===== src/rtl/cfgbank_pkg.sv =====
package cfgbank_pkg;

    // Next slot on the ring 1..n.
    function automatic int unsigned cb_ring_next(int unsigned a, int unsigned n);
        return (a >= n) ? 1 : a + 1;
    endfunction

endpackage


===== src/rtl/cb_addr_seq.sv =====
module cb_addr_seq #(
    parameter int NREGS = 10,
    parameter int AW    = 4
) (
    input  logic          clk,
    input  logic          rst_n,
    input  logic          step,
    output logic [AW-1:0] addr
);
    import cfgbank_pkg::*;

    typedef struct packed {
        logic [AW-1:0] addr;
    } st_t;

    st_t st_d, st_q;

    always_comb begin
        st_d = st_q;
        if (step) begin
            st_d.addr = AW'(cb_ring_next(32'(st_q.addr), NREGS));
        end
    end

    always_ff @(posedge clk or negedge rst_n) begin
        if (!rst_n) begin
            st_q.addr <= AW'(1);
        end else begin
            st_q <= st_d;
        end
    end

    assign addr = st_q.addr;
endmodule


===== src/rtl/cb_ser_shift.sv =====
module cb_ser_shift #(
    parameter int DW = 8
) (
    input  logic          clk,
    input  logic          rst_n,
    input  logic          enable,
    input  logic          sclk,
    input  logic          sdi,
    output logic          word_vld,
    output logic [DW-1:0] word
);
    localparam int CW = $clog2(DW);

    typedef struct packed {
        logic          sclk;
        logic [CW-1:0] cnt;
        logic [DW-1:0] sr;
    } st_t;

    st_t st_d, st_q;

    always_comb begin
        st_d      = st_q;
        st_d.sclk = sclk;
        word_vld  = 1'b0;
        word      = {st_q.sr[DW-2:0], sdi};
        if (!enable) begin
            st_d.cnt = '0;
        end else if (sclk && !st_q.sclk) begin
            st_d.sr = {st_q.sr[DW-2:0], sdi};
            if (st_q.cnt == CW'(DW - 1)) begin
                word_vld = 1'b1;
                st_d.cnt = '0;
            end else begin
                st_d.cnt = st_q.cnt + CW'(1);
            end
        end
    end

    always_ff @(posedge clk or negedge rst_n) begin
        if (!rst_n) begin
            st_q <= '0;
        end else begin
            st_q <= st_d;
        end
    end
endmodule


===== src/rtl/cb_commit_pipe.sv =====
module cb_commit_pipe #(
    parameter int                      NREGS    = 10,
    parameter int                      AW       = 4,
    parameter int                      DW       = 8,
    parameter int                      LAT      = 8,
    parameter logic [NREGS*DW-1:0]     DEFAULTS = '0
) (
    input  logic                  clk,
    input  logic                  rst_n,
    input  logic                  ev_vld,
    input  logic [AW-1:0]         ev_addr,
    input  logic [DW-1:0]         ev_data,
    output logic [NREGS*DW-1:0]   cfg_out
);
    typedef struct packed {
        logic          vld;
        logic [AW-1:0] addr;
        logic [DW-1:0] data;
    } ev_t;

    typedef struct packed {
        ev_t [LAT-1:0]               pipe;
        logic [NREGS-1:0][DW-1:0]    shadow;
    } st_t;

    st_t st_d, st_q;

    always_comb begin
        st_d         = st_q;
        st_d.pipe[0] = '{vld: ev_vld, addr: ev_addr, data: ev_data};
        for (int k = 1; k < LAT; k++) begin
            st_d.pipe[k] = st_q.pipe[k-1];
        end
        if (st_q.pipe[LAT-1].vld) begin
            for (int i = 0; i < NREGS; i++) begin
                if (st_q.pipe[LAT-1].addr == AW'(i + 1)) begin
                    st_d.shadow[i] = st_q.pipe[LAT-1].data;
                end
            end
        end
    end

    always_ff @(posedge clk or negedge rst_n) begin
        if (!rst_n) begin
            st_q.pipe   <= '0;
            st_q.shadow <= DEFAULTS;
        end else begin
            st_q <= st_d;
        end
    end

    assign cfg_out = st_q.shadow;
endmodule


===== src/rtl/cfg_offset_bank.sv =====
module cfg_offset_bank #(
    parameter int NREGS   = 10,
    parameter int DW      = 8,
    parameter int LAT     = 8,
    parameter int DEF_OFF = 7
) (
    input  logic                  clk,
    input  logic                  rst_n,
    input  logic                  ser_en_n,
    input  logic                  ser_clk,
    input  logic                  ser_din,
    input  logic                  load_n,
    input  logic                  wr_en,
    input  logic                  rd_en,
    input  logic [DW-1:0]         din,
    output logic [DW-1:0]         dout,
    output logic [NREGS*DW-1:0]   cfg_out
);
    localparam int AW = $clog2(NREGS + 1);

    function automatic logic [NREGS*DW-1:0] mk_defaults();
        logic [NREGS*DW-1:0] v;
        v = '0;
        for (int i = 0; i < NREGS && i < 2; i++) begin
            v[i*DW +: DW] = DW'(DEF_OFF);
        end
        return v;
    endfunction

    localparam logic [NREGS*DW-1:0] DEFAULTS = mk_defaults();

    typedef struct packed {
        logic [NREGS-1:0][DW-1:0] bank;
        logic [DW-1:0]            dout;
    } st_t;

    st_t st_d, st_q;

    logic          wr_par, rd_go, ser_vld, bank_we;
    logic [DW-1:0] ser_word, we_data;
    logic [AW-1:0] waddr, raddr;

    assign wr_par  = ser_en_n && !load_n && wr_en;
    assign rd_go   = !load_n && rd_en && !wr_par;
    assign bank_we = wr_par || ser_vld;
    assign we_data = ser_en_n ? din : ser_word;

    cb_ser_shift #(.DW(DW)) u_ser (
        .clk      (clk),
        .rst_n    (rst_n),
        .enable   (!ser_en_n),
        .sclk     (ser_clk),
        .sdi      (ser_din),
        .word_vld (ser_vld),
        .word     (ser_word)
    );

    cb_addr_seq #(.NREGS(NREGS), .AW(AW)) u_wptr (
        .clk   (clk),
        .rst_n (rst_n),
        .step  (bank_we),
        .addr  (waddr)
    );

    cb_addr_seq #(.NREGS(NREGS), .AW(AW)) u_rptr (
        .clk   (clk),
        .rst_n (rst_n),
        .step  (rd_go),
        .addr  (raddr)
    );

    always_comb begin
        st_d = st_q;
        for (int i = 0; i < NREGS; i++) begin
            if (bank_we && waddr == AW'(i + 1)) begin
                st_d.bank[i] = we_data;
            end
            if (rd_go && raddr == AW'(i + 1)) begin
                st_d.dout = st_q.bank[i];
            end
        end
    end

    always_ff @(posedge clk or negedge rst_n) begin
        if (!rst_n) begin
            st_q.bank <= DEFAULTS;
            st_q.dout <= '0;
        end else begin
            st_q <= st_d;
        end
    end

    cb_commit_pipe #(
        .NREGS(NREGS), .AW(AW), .DW(DW), .LAT(LAT), .DEFAULTS(DEFAULTS)
    ) u_commit (
        .clk     (clk),
        .rst_n   (rst_n),
        .ev_vld  (bank_we),
        .ev_addr (waddr),
        .ev_data (we_data),
        .cfg_out (cfg_out)
    );

    assign dout = st_q.dout;
endmodule


===== config.mk =====
export PLATFORM = sky130hd
export DESIGN_NAME = cfg_offset_bank
export DESIGN_NICKNAME = d
export VERILOG_FILES = /design/src/rtl/cfgbank_pkg.sv /design/src/rtl/cb_addr_seq.sv /design/src/rtl/cb_ser_shift.sv /design/src/rtl/cb_commit_pipe.sv /design/src/rtl/cfg_offset_bank.sv
export SDC_FILE = /design/constraint.sdc
export NUM_CORES = 1
export LEC_CHECK = 0
export BUFFER_PORTS_ARGS = -buffer_cell sky130_fd_sc_hd__buf_4
export CORE_MARGIN = 2
export CORE_UTILIZATION = 59
export DETAILED_ROUTE_END_ITERATION = 16
export MAX_ROUTING_LAYER = met4
export PLACE_DENSITY_LB_ADDON = 0.3
export SYNTH_ARGS = -nofsm -noshare
export SYNTH_HDL_FRONTEND = slang
export SYNTH_SLANG_ARGS = --single-unit

===== constraint.sdc =====
create_clock -name clk -period 2.7 [get_ports clk]
set_input_delay 0.135 -clock clk [delete_from_list [all_inputs] [get_ports clk]]
set_output_delay 0.135 -clock clk [all_outputs]
set_load 0.01 [all_outputs]

==> run summary, run 1 <==
PostCTS Resize Cnt = 0
Synth area leaders = dfrtp_1, mux2_2, buf_4
critical path class = flip-flop to flip-flop
cts bufs inserted = 28
critical path cell sequence = ha_1, nand2b_1, a311oi_2, a21boi_2, nand4b_1, o211ai_1
dpl cells = 1,220
Bufs on Longest Clock Path = 3
P_leak = 6.32 nW
Fmax = 0.427 GHz
DR vias/cell = 5.61
GRT Total Usage = 24.1%
Final nets = 1,016
CP max FO = 16
# diodes = 0
syn_area_per_cell = 12.2 um^2
yosys warns = 0
drt first pass iters = 5
DR iter-0 viols = 527
die boundary height = 145 um
max_slew headroom = 37.1%
max-cap violation count = 0
H-tree levels = 1
final hold vios = 0
CTS tree = yes
GPL Wtd Cong = 0.914
critical path data required time = 3.16 ns
area grow syn2layout = 12.3%
slowest CP cell = dfstp_2
Post-synth ARST share = 100%
final hold slack = 0.0213 ns
Sink Count = 291
final worst setup slack = 0.358 ns
fin crit period = 2.34 ns
die area = 21,100 um^2
setup tns final = 0 ns
Root Buffer = clkbuf_16
Max IR drop VDD = 0.683 mV
Final setup viols = 0
Post-synth EDFFs = 0
I/O Buffers = 103
layout cells sized above 1 = 29.1%
Worst-Margin Slew = 0.917 ns
ys flop type = dfrtp_1
Distinct cells, synth = 55
CP startpoint kind = flip-flop
status = finished clean
clk slew on worst S/H paths = 0.06 ns
clock latency on the worst-skew pair = 0.54 ns
Worst Skew = 0.0116 ns
Post-CTS Hold Fix Bufs = 5
antenna violations before repair = 0
DP Wirelength = 15,700 um
Die W = 145 um
postcts setup bufs = 0
post-synth top area share = 58.8%
DRC errors left = 0
Post-Syn Area = 11,800 um^2
number of global-route vias before repair = 7,396
syn nets = 990
grt ovf = 0
WP data arrival = 2.80 ns
Avg WL per Cell = 18.8 um
RSZ-0062 raised after global routing = no
sequential element share of the synthesized area = 61.9%
most frequent cells in the layout = dfrtp_1, buf_4, mux2_2
Tcrit/Tclk final = 86.7%
Yosys reg bits = 291
Non-Filler Instances = 1,276
hold crit path type = primary input to flip-flop
Cell Pwr Density = 1090 nW/um^2
Synth Instances = 964
largest net degree at the start of global routing = 104
post-route ant nets = 0
row count = 51
max incr delay on CP = 0.56 ns
Initial Util = 60.4%
commonest non-fill, non-tap cell in the layout = dfrtp_1
Slew Viols, Final = 0
placeable core area = 19,500 um^2
DR vias = 7,161
pre-CTS setup slack = 0.354 ns
global-route wire length before repair = 39,700 um
number of I/O pins = 104
design area = 13,200 um^2
placed cell areas = 12,200 um^2
CP endpoint kind = flip-flop
Total Wirelength = 24,000 um
post-synth top area cell = dfrtp_1
## final cells by class
type                       count  area [um^2]
clock buffer                  43          857
clock inverter                 8          110
fill                        1441         6290
inverter                      21         78.8
multi-input combinational    511         3480
sequential                   291         7300
tap                          265          332
timing repair buffer         137         1070
## synthesized netlist by cell type (all sizes together), types with 13 or more instances
library cell / instances
a21oi: 51
buf: 115
clkbuf: 26
dfrtp: 277
dfstp: 14
inv: 21
mux2: 87
mux2i: 13
nand2: 81
nand2b: 21
nor2: 57
o21ai: 83
## flip-flops by register name, indices dropped and copies added, names as in the netlist
name,cells
u_ser.word,7
u_wptr.addr,4
u_commit.cfg_out,80
u_commit.st_q,13
st_q,80
u_ser.st_q,4
u_rptr.addr,4
dout,8
u_commit.st_d,91
## report_power, final
part	leakage [nW]	switching (mW)	internal, mW
logic	2.16	1.91	1.73
clock network	0.471	1.61	2.38
registers	3.69	0.949	5.80
## worst paths after layout
path	start	to	slack (ns)	cells after the start
min in group asynchronous	rst_n	u_commit.cfg_out[28]	0.25	2
max in group asynchronous	rst_n	u_wptr.addr[0]	1.56	3
hold reg to reg	u_commit.st_d[121]	u_commit.st_d[134]	0.34	0
setup / recovery	u_rptr.addr[0]	dout[4]	0.36	6
setup reg to reg	u_rptr.addr[0]	dout[4]	0.36	6
hold / removal	din[6]	u_commit.st_d[99]	0.02	4
## worst max-delay path, delay by kind of cell (launching register included)
kind | cells | cell delay, ns
compound gates | 3 | 0.97
fa+ha+maj | 1 | 0.45
simple gates | 2 | 0.28
flops | 1 | 0.56
## kinds of logic (layout without fill, tap and decap cells)
group / after synthesis / count (layout) / share of synthesized area [%]
and+or+nand+nor: 209 / 209 / 9.41
buffers and inverters: 162 / 209 / 8.49
adders and majority gates: 10 / 10 / 1.06
AOI/OAI and AO/OA: 192 / 192 / 9.68
muxes: 100 / 100 / 9.42
DFF: 291 / 291 / 61.9
## per-stage QoR
stage                     util, %  power (mW)
final                        67.8        14.4
after detailed placement     62.6        10.4
after floorplan                 -        9.30
after global routing         67.8        15.2
after CTS                    67.8        14.5
after global placement       62.6        10.2
## per-layer routing
metal	track usage (%)	routed length, um
met4	7.99	732
met1	33.1	10600
met5	-	0
met2	37.1	11200
met3	4.11	1530
No activity file was read; power rests on OpenSTA's default activity.
==> run 2: changes to the inputs <==
--- a/config.mk
+++ b/config.mk
@@ -7,7 +7,7 @@
 export LEC_CHECK = 0
 export BUFFER_PORTS_ARGS = -buffer_cell sky130_fd_sc_hd__buf_4
 export CORE_MARGIN = 2
-export CORE_UTILIZATION = 59
+export CORE_UTILIZATION = 40
 export DETAILED_ROUTE_END_ITERATION = 16
 export MAX_ROUTING_LAYER = met4
 export PLACE_DENSITY_LB_ADDON = 0.3
==> constraint.sdc (replaced) <==
create_clock -name clk -period 2.7 [get_ports clk]
set_input_delay 0.135 -clock clk [delete_from_list [all_inputs] [get_ports clk]]
set_output_delay 0.135 -clock clk [all_outputs]
set_load 0.05 [all_outputs]
==> run 2 against run 1 <==
  * Clock-buffer cell count decreased by 2
  * Flip-flop and latch count unchanged
  * Clock power grew 5.5%
  * Sequential power is 0.7% lower
  * Die area up 46%
  * Critical endpoint is now dout[2]
==> run summary, run 2 (synthesized netlist as in run 1, its figures left out) <==
status = finished clean
most frequent cells in the layout = dfrtp_1, buf_4, mux2_2
clock latency on the worst-skew pair = 0.56 ns
CP endpoint kind = flip-flop
design area = 13,500 um^2
Fillers = 2,641
Cell Pwr Density = 1180 nW/um^2
post-route ant nets = 0
Root Buffer = clkbuf_16
placed cell areas = 12,400 um^2
GRT Total Usage = 16.1%
final hold vios = 0
Final nets = 1,023
fin crit period = 2.25 ns
Die W = 176 um
CP startpoint kind = flip-flop
P_leak = 6.38 nW
placeable core area = 28,900 um^2
Bufs on Longest Clock Path = 3
CTS tree = yes
I/O Buffers = 103
final core utilization = 46.8%
setup tns final = 0 ns
layout cells sized above 1 = 29.4%
number of I/O pins = 104
H-tree levels = 1
Design Power = 15.9 mW
DP Wirelength = 16,100 um
Max IR drop VDD = 0.580 mV
Worst-Margin Slew = 0.717 ns
antenna violations before repair = 0
CP max FO = 13
cell family with most CP delay = compound AO/OA/AOI/OAI gates
critical path data required time = 3.14 ns
critical path class = flip-flop to flip-flop
final hold slack = 0.0285 ns
row count = 62
die area = 30,900 um^2
Fmax = 0.445 GHz
cts bufs inserted = 30
hold crit path type = primary input to flip-flop
Sink Count = 291
Tcrit/Tclk final = 83.3%
max incr delay on CP = 0.56 ns
Total Wirelength = 23,800 um
slowest CP cell = dfstp_2
area grow syn2layout = 14.7%
DR iter-0 viols = 493
Buf+Inv Stages, Crit Path = 2
max_slew headroom = 52.0%
WP data arrival = 2.68 ns
# diodes = 0
RSZ-0062 raised after global routing = no
number of global-route vias before repair = 6,975
global-route wire length before repair = 38,800 um
drt first pass iters = 5
Avg WL per Cell = 16.9 um
Final setup viols = 0
Largest register FFs = 91
postcts setup bufs = 0
Worst Skew = 0.00834 ns
DR vias/cell = 4.97
DRC errors left = 0
DR vias = 6,982
critical path cell sequence = inv_1, ha_1, buf_4, o41ai_1, nand2_1, a221oi_1, nor2_1
Initial Util = 40.8%
Slew Viols, Final = 0
commonest non-fill, non-tap cell in the layout = dfrtp_1
largest net degree at the start of global routing = 68
grt ovf = 0
max-cap violation count = 0
PostCTS Resize Cnt = 0
clk slew on worst S/H paths = 0.06 ns
GPL Wtd Cong = 0.888
die boundary height = 176 um
run 2: path summary, 6_finish.rpt:
path | start | end | slack [ns] | cells after the start
min | din[1] | u_commit.st_d[94] | 0.03 | 4
max reg2reg | u_rptr.addr[0] | dout[2] | 0.45 | 7
min in group asynchronous | rst_n | u_commit.cfg_out[3] | 0.11 | 2
max in group asynchronous | rst_n | u_commit.cfg_out[9] | 1.71 | 3
min reg2reg | u_commit.st_d[114] | u_commit.st_d[127] | 0.34 | 0
max | u_rptr.addr[0] | dout[2] | 0.45 | 7
run 2: layer usage:
layer,vias up,GRT usage (%),part of all wire (%)
li1,3283,-,-
met1,3435,22.8,47
met2,227,24.5,45
met3,37,3.05,6.4
met4,0,3.31,1.9
met5,-,-,0
run 2: final cells by class:
| class | instances | area, um^2 | share of cell area [%] |
|---|---|---|---|
| Clock inverter | 15 | 190 | 1.41 |
| Multi-Input combinational cell | 511 | 3480 | 25.8 |
| Clock buffer | 41 | 852 | 6.30 |
| Inverter | 21 | 78.8 | 0.583 |
| Sequential cell | 291 | 7300 | 54.0 |
| Timing Repair Buffer | 142 | 1130 | 8.39 |
| Tap cell | 384 | 480 | 3.55 |
run 2: repair_timing:
item,in CTS,in global routing
hold buffers,9,0
endpoints found under the hold margin,72,0
endpoints found under the setup margin,0,0
run 2: report_power, final:
part | internal, mW | switching (mW)
sequential | 5.80 | 0.906
clock | 2.51 | 1.70
combinational | 1.78 | 3.20
total | 10.1 | 5.80
run 2: worst min-delay path: cells and delay by family:
kind / cells / cell delay, ns
buffers and inverters: 3 / 0.35
multiplexers: 1 / 0.06
run 2: per-stage QoR:
step           setup WS [ns]  std cells
3_5_place_dp           0.476       1340
6_report               0.451       1405
3_3_place_gp           0.528       1340
2_1_floorplan          0.688        964
4_1_cts                0.480       1405
5_1_grt                0.269       1405
==> run 3: changes to the inputs <==
==> constraint.sdc (replaced) <==
create_clock -name clk -period 2 [get_ports clk]
set_input_delay 0.1 -clock clk [delete_from_list [all_inputs] [get_ports clk]]
set_output_delay 0.1 -clock clk [all_outputs]
set_load 0.05 [all_outputs]
==> run 3 against run 2 <==
  * Combinational power up 51%
  * Sequential power grew 34%
  * Via count increased by 3.5%
  * Sequential share of layout area down 2.3 points
  * Wire length grew 5.4%
  * Global-route usage up 0.76 points
  * Largest power group unchanged
  * Highest routed layer unchanged
==> run summary, run 3 (synthesized netlist as in run 1, its figures left out) <==
status = finished clean
final hold vios = 0
layout cells sized above 1 = 34.2%
Tcrit/Tclk final = 97.1%
# diodes = 0
worst r2r dst = dout[0]
CTS tree = yes
placed cell areas = 12,700 um^2
P_leak = 6.66 nW
Bufs on Longest Clock Path = 3
DRC errors left = 0
hold crit path type = primary input to async pin
CP startpoint kind = flip-flop
clock latency on the worst-skew pair = 0.56 ns
number of global-route vias before repair = 7,293
DR vias = 7,229
Slew Viols, Final = 0
most frequent cells in the layout = dfrtp_1, buf_4, mux2_2
drt first pass iters = 4
antenna violations before repair = 0
die boundary height = 176 um
commonest non-fill, non-tap cell in the layout = dfrtp_1
Largest register FFs = 91
worst reg2reg path depth = 6
design area = 14,100 um^2
DR vias/cell = 4.98
number of I/O pins = 104
fin crit period = 1.94 ns
Final nets = 1,073
Fillers = 2,589
largest net degree at the start of global routing = 71
H-tree levels = 1
Initial Util = 40.8%
r2r startpoint = u_rptr.addr[0]
row count = 62
Fmax = 0.515 GHz
Worst Skew = 0.0150 ns
max-cap violation count = 0
Final setup viols = 0
critical path class = flip-flop to flip-flop
GRT Total Usage = 16.9%
Root Buffer = clkbuf_16
WP data arrival = 2.37 ns
CP max FO = 8
area grow syn2layout = 19.9%
GPL Wtd Cong = 0.883
Cell Pwr Density = 1560 nW/um^2
clk slew on worst S/H paths = 0.06 ns
die area = 30,900 um^2
Sink Count = 291
Max IR drop VDD = 0.741 mV
Die W = 176 um
placeable core area = 28,900 um^2
post-route ant nets = 0
max_slew headroom = 62.6%
CP endpoint kind = flip-flop
RSZ-0062 raised after global routing = yes
Total Wirelength = 25,100 um
global-route wire length before repair = 40,200 um
cts bufs inserted = 29
Worst-Margin Slew = 0.562 ns
final hold slack = 0.107 ns
I/O Buffers = 103
DR iter-0 viols = 463
critical path data required time = 2.43 ns
Avg WL per Cell = 17.3 um
DP Wirelength = 17,100 um
grt ovf = 0
FF-to-FF setup slack = 0.06 ns
-- run 3: per-stage QoR --
step	instances	total power, mW	worst slack, ns	setup TNS, ns	util [%]
2_1_floorplan	964	14.4	0.0144	0	-
3_3_place_gp	1379	16.0	-0.0819	-0.326	44.2
3_5_place_dp	1379	16.2	-0.0986	-0.498	44.2
4_1_cts	1446	22.0	0.0143	0	48.2
5_1_grt	1452	23.3	-0.0618	-0.0935	49.0
6_report	1452	22.1	0.0572	0	49.0
-- run 3: how the worst max path moves through the flow --
stage / start / to / slack (ns) / cells past startpoint
4_1_cts: u_rptr.addr[0] / dout[4] / 0.01 / 8
3_3_place_gp: u_rptr.addr[0] / dout[0] / -0.08 / 8
2_1_floorplan: u_rptr.addr[0] / dout[1] / 0.01 / 8
6_report: u_rptr.addr[0] / dout[0] / 0.06 / 6
5_1_grt: u_rptr.addr[0] / dout[0] / -0.06 / 8
3_5_place_dp: u_rptr.addr[0] / dout[0] / -0.1 / 8
-- run 3: layout make-up --
| class | count | area (um^2) | area share [%] |
|---|---|---|---|
| multi-input combinational | 511 | 3640 | 25.7 |
| timing repair buffer | 193 | 1630 | 11.6 |
| tap | 384 | 480 | 3.40 |
| inverter | 21 | 81.3 | 0.576 |
| clock inverter | 9 | 138 | 0.974 |
| clock buffer | 43 | 858 | 6.08 |
| sequential | 291 | 7300 | 51.7 |
-- run 3: metal layers --
layer | vias up | track usage, % | part of all wire [%]
met3 | 41 | 2.71 | 5.8
met2 | 203 | 26.8 | 46
met1 | 3596 | 22.8 | 45
met5 | - | - | 0
met4 | 0 | 4.55 | 2.4
li1 | 3389 | - | -
-- run 3: repair_timing --
action,in CTS,in global routing
endpoints found under the hold margin,216,0
pin swaps,0,18
gates cloned,0,1
hold buffers,12,0
gates resized for setup,6,38
setup endpoints to repair,8,53
buffers inserted,3,6
-- run 3: report_power, final --
group	leakage [nW]	switching (mW)	total [mW]	internal (mW)
sequential	3.69	1.16	8.99	7.83
combinational	2.48	4.64	7.52	2.88
clock	0.490	2.24	5.59	3.35
total	6.66	8.04	22.1	14.1
-- run 3: critical path, cell delays in order (launching register included) --
cell and delay, ns:
dfstp_2 0.63, ha_4 0.21, nor2_2 0.07, or4_1 0.44, a22oi_1 0.23, o2bb2ai_1 0.15, a21oi_1 0.08
